### src/rtl/axif_pkg.sv
package axif_pkg;
  // channel index; also fixes the enable bit position (DATA_W-1-index)
  typedef enum logic [1:0] {
    CH_RD_TXN  = 2'd0,
    CH_WR_TXN  = 2'd1,
    CH_RD_BEAT = 2'd2
  } axif_ch_e;

  localparam int unsigned NUM_CH     = 3;
  localparam int unsigned OFS_CTRL   = 0;  // enables + mask
  localparam int unsigned OFS_MATCH  = 4;  // match ID
endpackage

### src/rtl/axif_cfg_regs.sv
module axif_cfg_regs #(
  parameter int unsigned ID_W   = 18,
  parameter int unsigned ADDR_W = 4,
  parameter int unsigned DATA_W = 32,
  parameter int unsigned NCH    = 3
) (
  input  logic              clk,
  input  logic              rst_n,
  input  logic              wr_en,
  input  logic [ADDR_W-1:0] wr_addr,
  input  logic [DATA_W-1:0] wr_data,
  output logic [NCH-1:0]    en_q,
  output logic [ID_W-1:0]   mask_q,
  output logic [ID_W-1:0]   match_q
);
  import axif_pkg::*;

  localparam logic [ADDR_W-1:0] A_CTRL  = ADDR_W'(OFS_CTRL);
  localparam logic [ADDR_W-1:0] A_MATCH = ADDR_W'(OFS_MATCH);

  logic            ctrl_we, match_we;
  logic [NCH-1:0]  en_d;
  logic [ID_W-1:0] mask_d, match_d;

  always_comb begin
    ctrl_we  = wr_en && (wr_addr == A_CTRL);
    match_we = wr_en && (wr_addr == A_MATCH);
    en_d     = en_q;
    mask_d   = mask_q;
    match_d  = match_q;
    if (ctrl_we) begin
      for (int c = 0; c < NCH; c++) en_d[c] = wr_data[DATA_W-1-c];
      mask_d = wr_data[ID_W-1:0];
    end
    if (match_we) match_d = wr_data[ID_W-1:0];
  end

  always_ff @(posedge clk or negedge rst_n) begin
    if (!rst_n) begin
      en_q    <= '0;
      mask_q  <= '0;
      match_q <= '0;
    end else begin
      if (ctrl_we) begin
        en_q   <= en_d;
        mask_q <= mask_d;
      end
      if (match_we) match_q <= match_d;
    end
  end

  AST_CFG_HOLD_IDLE: assert property (@(posedge clk) disable iff (!rst_n)
    !wr_en |=> $stable({en_q, mask_q, match_q}));
  AST_CFG_UNMAPPED: assert property (@(posedge clk) disable iff (!rst_n)
    (wr_en && wr_addr != A_CTRL && wr_addr != A_MATCH)
      |=> $stable({en_q, mask_q, match_q}));
  AST_MATCH_LOAD: assert property (@(posedge clk) disable iff (!rst_n)
    (wr_en && wr_addr == A_MATCH) |=> match_q == $past(wr_data[ID_W-1:0]));
endmodule

### src/rtl/axif_id_match.sv
module axif_id_match #(
  parameter int unsigned ID_W = 18
) (
  input  logic [ID_W-1:0] id,
  input  logic [ID_W-1:0] match,
  input  logic [ID_W-1:0] mask,
  output logic            hit
);
  // bits outside the mask never disqualify
  always_comb hit = ((id ^ match) & mask) == '0;
endmodule

### src/rtl/axif_pulse_chan.sv
module axif_pulse_chan #(
  parameter int unsigned ID_W = 18
) (
  input  logic            clk,
  input  logic            rst_n,
  input  logic            en,
  input  logic            valid,
  input  logic            ready,
  input  logic [ID_W-1:0] id,
  input  logic [ID_W-1:0] match,
  input  logic [ID_W-1:0] mask,
  output logic            pulse_q
);
  logic hit, fire, pulse_d;

  axif_id_match #(.ID_W(ID_W)) match_i (
    .id(id), .match(match), .mask(mask), .hit(hit)
  );

  always_comb begin
    fire    = valid && ready;
    pulse_d = fire && hit && en;
  end

  always_ff @(posedge clk or negedge rst_n) begin
    if (!rst_n) pulse_q <= 1'b0;
    else        pulse_q <= pulse_d;
  end

  AST_PULSE_NEEDS_HS: assert property (@(posedge clk) disable iff (!rst_n)
    pulse_q |-> $past(valid && ready));
  AST_PULSE_NEEDS_EN: assert property (@(posedge clk) disable iff (!rst_n)
    pulse_q |-> $past(en));
  AST_PULSE_NEEDS_MATCH: assert property (@(posedge clk) disable iff (!rst_n)
    pulse_q |-> $past((id & mask) == (match & mask)));
  AST_HS_GIVES_PULSE: assert property (@(posedge clk) disable iff (!rst_n)
    (valid && ready && en && ((id & mask) == (match & mask))) |=> pulse_q);
endmodule

### src/rtl/axif_id_filter.sv
module axif_id_filter #(
  parameter int unsigned ID_W   = 18,
  parameter int unsigned ADDR_W = 4,
  parameter int unsigned DATA_W = 32
) (
  input  logic              clk,
  input  logic              rst_n,
  input  logic              cfg_wr_en,
  input  logic [ADDR_W-1:0] cfg_wr_addr,
  input  logic [DATA_W-1:0] cfg_wr_data,
  input  logic              ar_valid,
  input  logic              ar_ready,
  input  logic [ID_W-1:0]   ar_id,
  input  logic              aw_valid,
  input  logic              aw_ready,
  input  logic [ID_W-1:0]   aw_id,
  input  logic              r_valid,
  input  logic              r_ready,
  input  logic [ID_W-1:0]   r_id,
  output logic              cnt_rd_txn,
  output logic              cnt_wr_txn,
  output logic              cnt_rd_beat
);
  import axif_pkg::*;

  localparam int unsigned NCH = NUM_CH;

  logic [NCH-1:0]  en_q;
  logic [ID_W-1:0] mask_q, match_q;
  logic [NCH-1:0]  ch_valid, ch_ready, ch_pulse;
  logic [ID_W-1:0] ch_id [NCH];

  axif_cfg_regs #(.ID_W(ID_W), .ADDR_W(ADDR_W), .DATA_W(DATA_W), .NCH(NCH)) cfg_i (
    .clk(clk), .rst_n(rst_n),
    .wr_en(cfg_wr_en), .wr_addr(cfg_wr_addr), .wr_data(cfg_wr_data),
    .en_q(en_q), .mask_q(mask_q), .match_q(match_q)
  );

  always_comb begin
    ch_valid[CH_RD_TXN]  = ar_valid;
    ch_ready[CH_RD_TXN]  = ar_ready;
    ch_id[CH_RD_TXN]     = ar_id;
    ch_valid[CH_WR_TXN]  = aw_valid;
    ch_ready[CH_WR_TXN]  = aw_ready;
    ch_id[CH_WR_TXN]     = aw_id;
    ch_valid[CH_RD_BEAT] = r_valid;
    ch_ready[CH_RD_BEAT] = r_ready;
    ch_id[CH_RD_BEAT]    = r_id;
  end

  for (genvar c = 0; c < NCH; c++) begin : g_ch
    axif_pulse_chan #(.ID_W(ID_W)) chan_i (
      .clk(clk), .rst_n(rst_n), .en(en_q[c]),
      .valid(ch_valid[c]), .ready(ch_ready[c]), .id(ch_id[c]),
      .match(match_q), .mask(mask_q), .pulse_q(ch_pulse[c])
    );
  end

  assign cnt_rd_txn  = ch_pulse[CH_RD_TXN];
  assign cnt_wr_txn  = ch_pulse[CH_WR_TXN];
  assign cnt_rd_beat = ch_pulse[CH_RD_BEAT];

  AST_WR_FROM_AW: assert property (@(posedge clk) disable iff (!rst_n)
    cnt_wr_txn |-> $past(aw_valid && aw_ready));
  AST_BEAT_FROM_R: assert property (@(posedge clk) disable iff (!rst_n)
    cnt_rd_beat |-> $past(r_valid && r_ready));
endmodule

### config.mk
export PLATFORM = sky130hd
export DESIGN_NAME = axif_id_filter
export DESIGN_NICKNAME = d
export VERILOG_FILES = /design/src/rtl/axif_pkg.sv /design/src/rtl/axif_cfg_regs.sv /design/src/rtl/axif_id_match.sv /design/src/rtl/axif_pulse_chan.sv /design/src/rtl/axif_id_filter.sv
export SDC_FILE = /design/constraint.sdc
export NUM_CORES = 1
export LEC_CHECK = 0
export BUFFER_PORTS_ARGS = -buffer_cell sky130_fd_sc_hd__buf_2
export CORE_MARGIN = 4
export CORE_UTILIZATION = 51
export DETAILED_ROUTE_END_ITERATION = 16
export GPL_TIMING_DRIVEN = 1
export PLACE_DENSITY = 0.85
export RECOVER_POWER = 25
export SLEW_MARGIN = 10
export SYNTH_ARGS = -nofsm -noshare
export SYNTH_HDL_FRONTEND = slang
export SYNTH_SLANG_ARGS = --single-unit
### constraint.sdc
create_clock -name clk -period 3.16 [get_ports clk]
set_clock_uncertainty 0.15 [all_clocks]
set_input_delay 0.632 -clock clk [delete_from_list [all_inputs] [get_ports clk]]
set_output_delay 0.632 -clock clk [all_outputs]
set_load 0.05 [all_outputs]
==> reports/metrics.csv <==
stage;metric;value;unit
clock_tree;root_buffer;clkbuf_8;
drt;wl;5450;µm
synth;netlist_instances;178;
worst_hold_path;min_path_type;in -> async;
clock_tree;cts.sink_count;42;
timing;min_period_over_period;0.542;
floorplanning;core_area;0.00444;mm²
flow_run;max_cap_violations;0;
timing;rsz0062_at_grt;no;
layout;finalCoreUtilization;0.667;
layout;most_common_cell_after_layout_fill_and_taps_aside;buf_2;
setup_path;critical_path_required;3190;ps
setup_path;criticalPathCategory;in -> reg;
synth;synth.yosys.seq_area_share;0.441;
setup_path;worst_reg_to_reg_path_cell_count;4;
pwr;power_density_of_the_placed_cells;549;mW/mm²
setup_path;start_kind;input port;
drt;drt_iter0_drc;110;
clock_tree;htree_num_levels;2;
place;placement.io_buffers;90;
setup_path;worstPathMaxFanout;21;
timing;finalMaxSlewViolations;0;
layout;layout_cells_sized_above_1;0.511;
place;dpl_worst_slack;1130;ps
clock_tree;worst_setup_hold_path_clk_slew;80;ps
setup_path;timing.critical_path.cells;buf_2, nor4_4, buf_4, mux2_2;
drt;route.detailed.drc;0;
pwr;p_total;1.63;mW
drt;avgViaCountPerCell;5.41;
floorplanning;cell_row_count;24;
timing;setup_total_negative_slack;0;ps
clock_tree;tritoncts_clock_tree;yes;
timing;slew_headroom;0.380;
floorplanning;initial_util;0.536;
timing;maxClockFrequency;584;MHz
setup_path;setup.worst_path.end_class;register;
timing;setup_violations;0;
timing;tightest_slew;930;ps
grt;antenna_found_initial;0;
setup_path;reg2reg_slack;1480;ps
layout;fillCellCount;360;
layout;area.growth.synth_to_final;24.4;%
setup_path;regToRegStartpoint;cfg_i.match_q[10]$_DFFE_PN0P_;
grt;pin_count_of_the_biggest_net_entering_global_routing;43;
synth;synth.net_count;277;
drt;detail_route.wl_per_cell;16.7;µm
setup_path;crit-reg2reg-capture;g_ch[2].chan_i.pulse_q$_DFF_PN0_;
synth;synthesis.yosys.warnings;0;
timing;final_critical_path_setup_slack;1450;ps
layout;mostFrequentLayoutCells;90 x buf_2, 54 x xor2_1, 42 x dfrtp_1;
setup_path;critical_path.max_stage_delay;380;ps
synth;syn-cell-area;0.00238;mm²
pwr;ir_worst_vdd;0.316;mV
timing;final_period_minus_worst_setup_slack;1710;ps
floorplanning;floorplan.die.height;76.3;µm
drt;vias;1765;
grt;overflow;0;
timing;report.final.hold_viol_count;0;
clock_tree;cts_resized;0;
clock_tree;tritoncts.num_buffers;5;
grt;grt_pass1_vias;1908;
pwr;p_leak;1.52;nW
layout;n_antenna_cell;0;
synth;yosys_register_bits;42;
run_status;outcome;complete, no violations;
place;hpwlAfterDp;4230;µm
floorplanning;pin_count;102;
synth;synthesized_area_per_cell;13.4;µm²
clock_tree;cts_hold_repair.buffers;0;
floorplanning;die_x;76.3;µm
drt;drtPass1Iterations;4;
setup_path;cp_data_arrival_time;1740;ps
place;gp_congestion;0.699;
grt;grt_first_pass_wirelength;8910;µm
synth;synth.lib_cells_used.distinct;17;
floorplanning;die_area;0.00583;mm²
grt;grt_util_all_layers;0.194;
timing;holdWs;325;ps
setup_path;timing.critical_path.slowest_stage_cell;mux2_2;
clock_tree;post_cts.repair.setup_buffers;0;
layout;nNetsFinal;372;
drt;route.antenna.remaining_nets;0;
clock_tree;worstSkewPairLatency;290;ps
clock_tree;cts_buffer_depth;2;
## worst max path at each step
stage                   startpoint                           end  slack, ps  cells past startpoint
floorplan           cfg_wr_addr[0]     cfg_i.en_q[0]$_DFFE_PN0P_       1390                      4
global route        cfg_wr_addr[3]  cfg_i.mask_q[17]$_DFFE_PN0P_       1390                      4
global placement    cfg_wr_addr[3]   cfg_i.mask_q[7]$_DFFE_PN0P_       1160                      4
CTS                 cfg_wr_addr[3]  cfg_i.mask_q[17]$_DFFE_PN0P_       1440                      4
detailed placement  cfg_wr_addr[3]  cfg_i.mask_q[17]$_DFFE_PN0P_       1130                      4
finish              cfg_wr_addr[3]   cfg_i.mask_q[6]$_DFFE_PN0P_       1450                      4
## sequential cells by signal (all words and copies together) (netlist names)
| register | count |
|---|---|
| cfg_i.mask_q | 18 |
| cfg_i.match_q | 18 |
| cfg_i.en_q | 3 |
| g_ch.chan_i.pulse_q | 3 |
## worst max-delay path, delay by kind of cell
kind	cells	cell delay, ps
buffers and inverters	2	470
AND/OR/NAND/NOR	1	260
multiplexers	1	380
## Yosys cell counts (all sizes together)
| master | number | area share |
|---|---|---|
| mux2 | 39 | 0.20 |
| a21oi | 3 | 0.0063 |
| nand3 | 3 | 0.0063 |
| nor3 | 1 | 0.0068 |
| nand2 | 1 | 0.0047 |
| nand2b | 1 | 0.0058 |
| xor2 | 54 | 0.20 |
| dfrtp | 42 | 0.44 |
| buf | 3 | 0.014 |
| a221oi | 6 | 0.022 |
| a22o | 6 | 0.022 |
| and4 | 6 | 0.022 |
| a222oi | 3 | 0.013 |
| a22oi | 9 | 0.028 |
| nor4 | 1 | 0.0089 |
## area by class of cell
class	count	area, µm²	share of cell area
well taps	52	65.1	0.0220
repair buffers	91	458	0.155
flip-flops and latches	42	1050	0.355
clock buffers	7	86.3	0.0291
clock inverters	1	5.00	0.00169
multi-input cells	133	1300	0.438
## metal layers
layer,track usage,wire [µm],vias up
li1,-,-,852
met1,0.233,2240,853
met2,0.340,2830,55
met3,0.0426,319,5
met4,0.0707,63,0
met5,0,0,-
## report_power, final
part / internal [mW] / switching, mW / total (mW)
Combinational: 0.288 / 0.175 / 0.463
Sequential: 0.654 / 0.150 / 0.804
Clock: 0.176 / 0.184 / 0.361
## logic make-up (layout without fill, tap and decap cells)
| group | count (synthesis) | count (layout) | synth area share |
|---|---|---|---|
| buf+inv | 3 | 99 | 0.0142 |
| mux | 39 | 39 | 0.200 |
| xor+xnor | 54 | 54 | 0.199 |
| simple gates | 13 | 13 | 0.0546 |
| compound gates | 27 | 27 | 0.0914 |
| flops | 42 | 42 | 0.441 |
## metrics by stage
stage / cell area, µm² / std cells
finish: 2960 / 326
global route: 2960 / 326
CTS: 2960 / 326
detailed placement: 2870 / 318
global placement: 2870 / 318
floorplan: 2380 / 178
No activity file was read; power rests on OpenSTA's default activity.
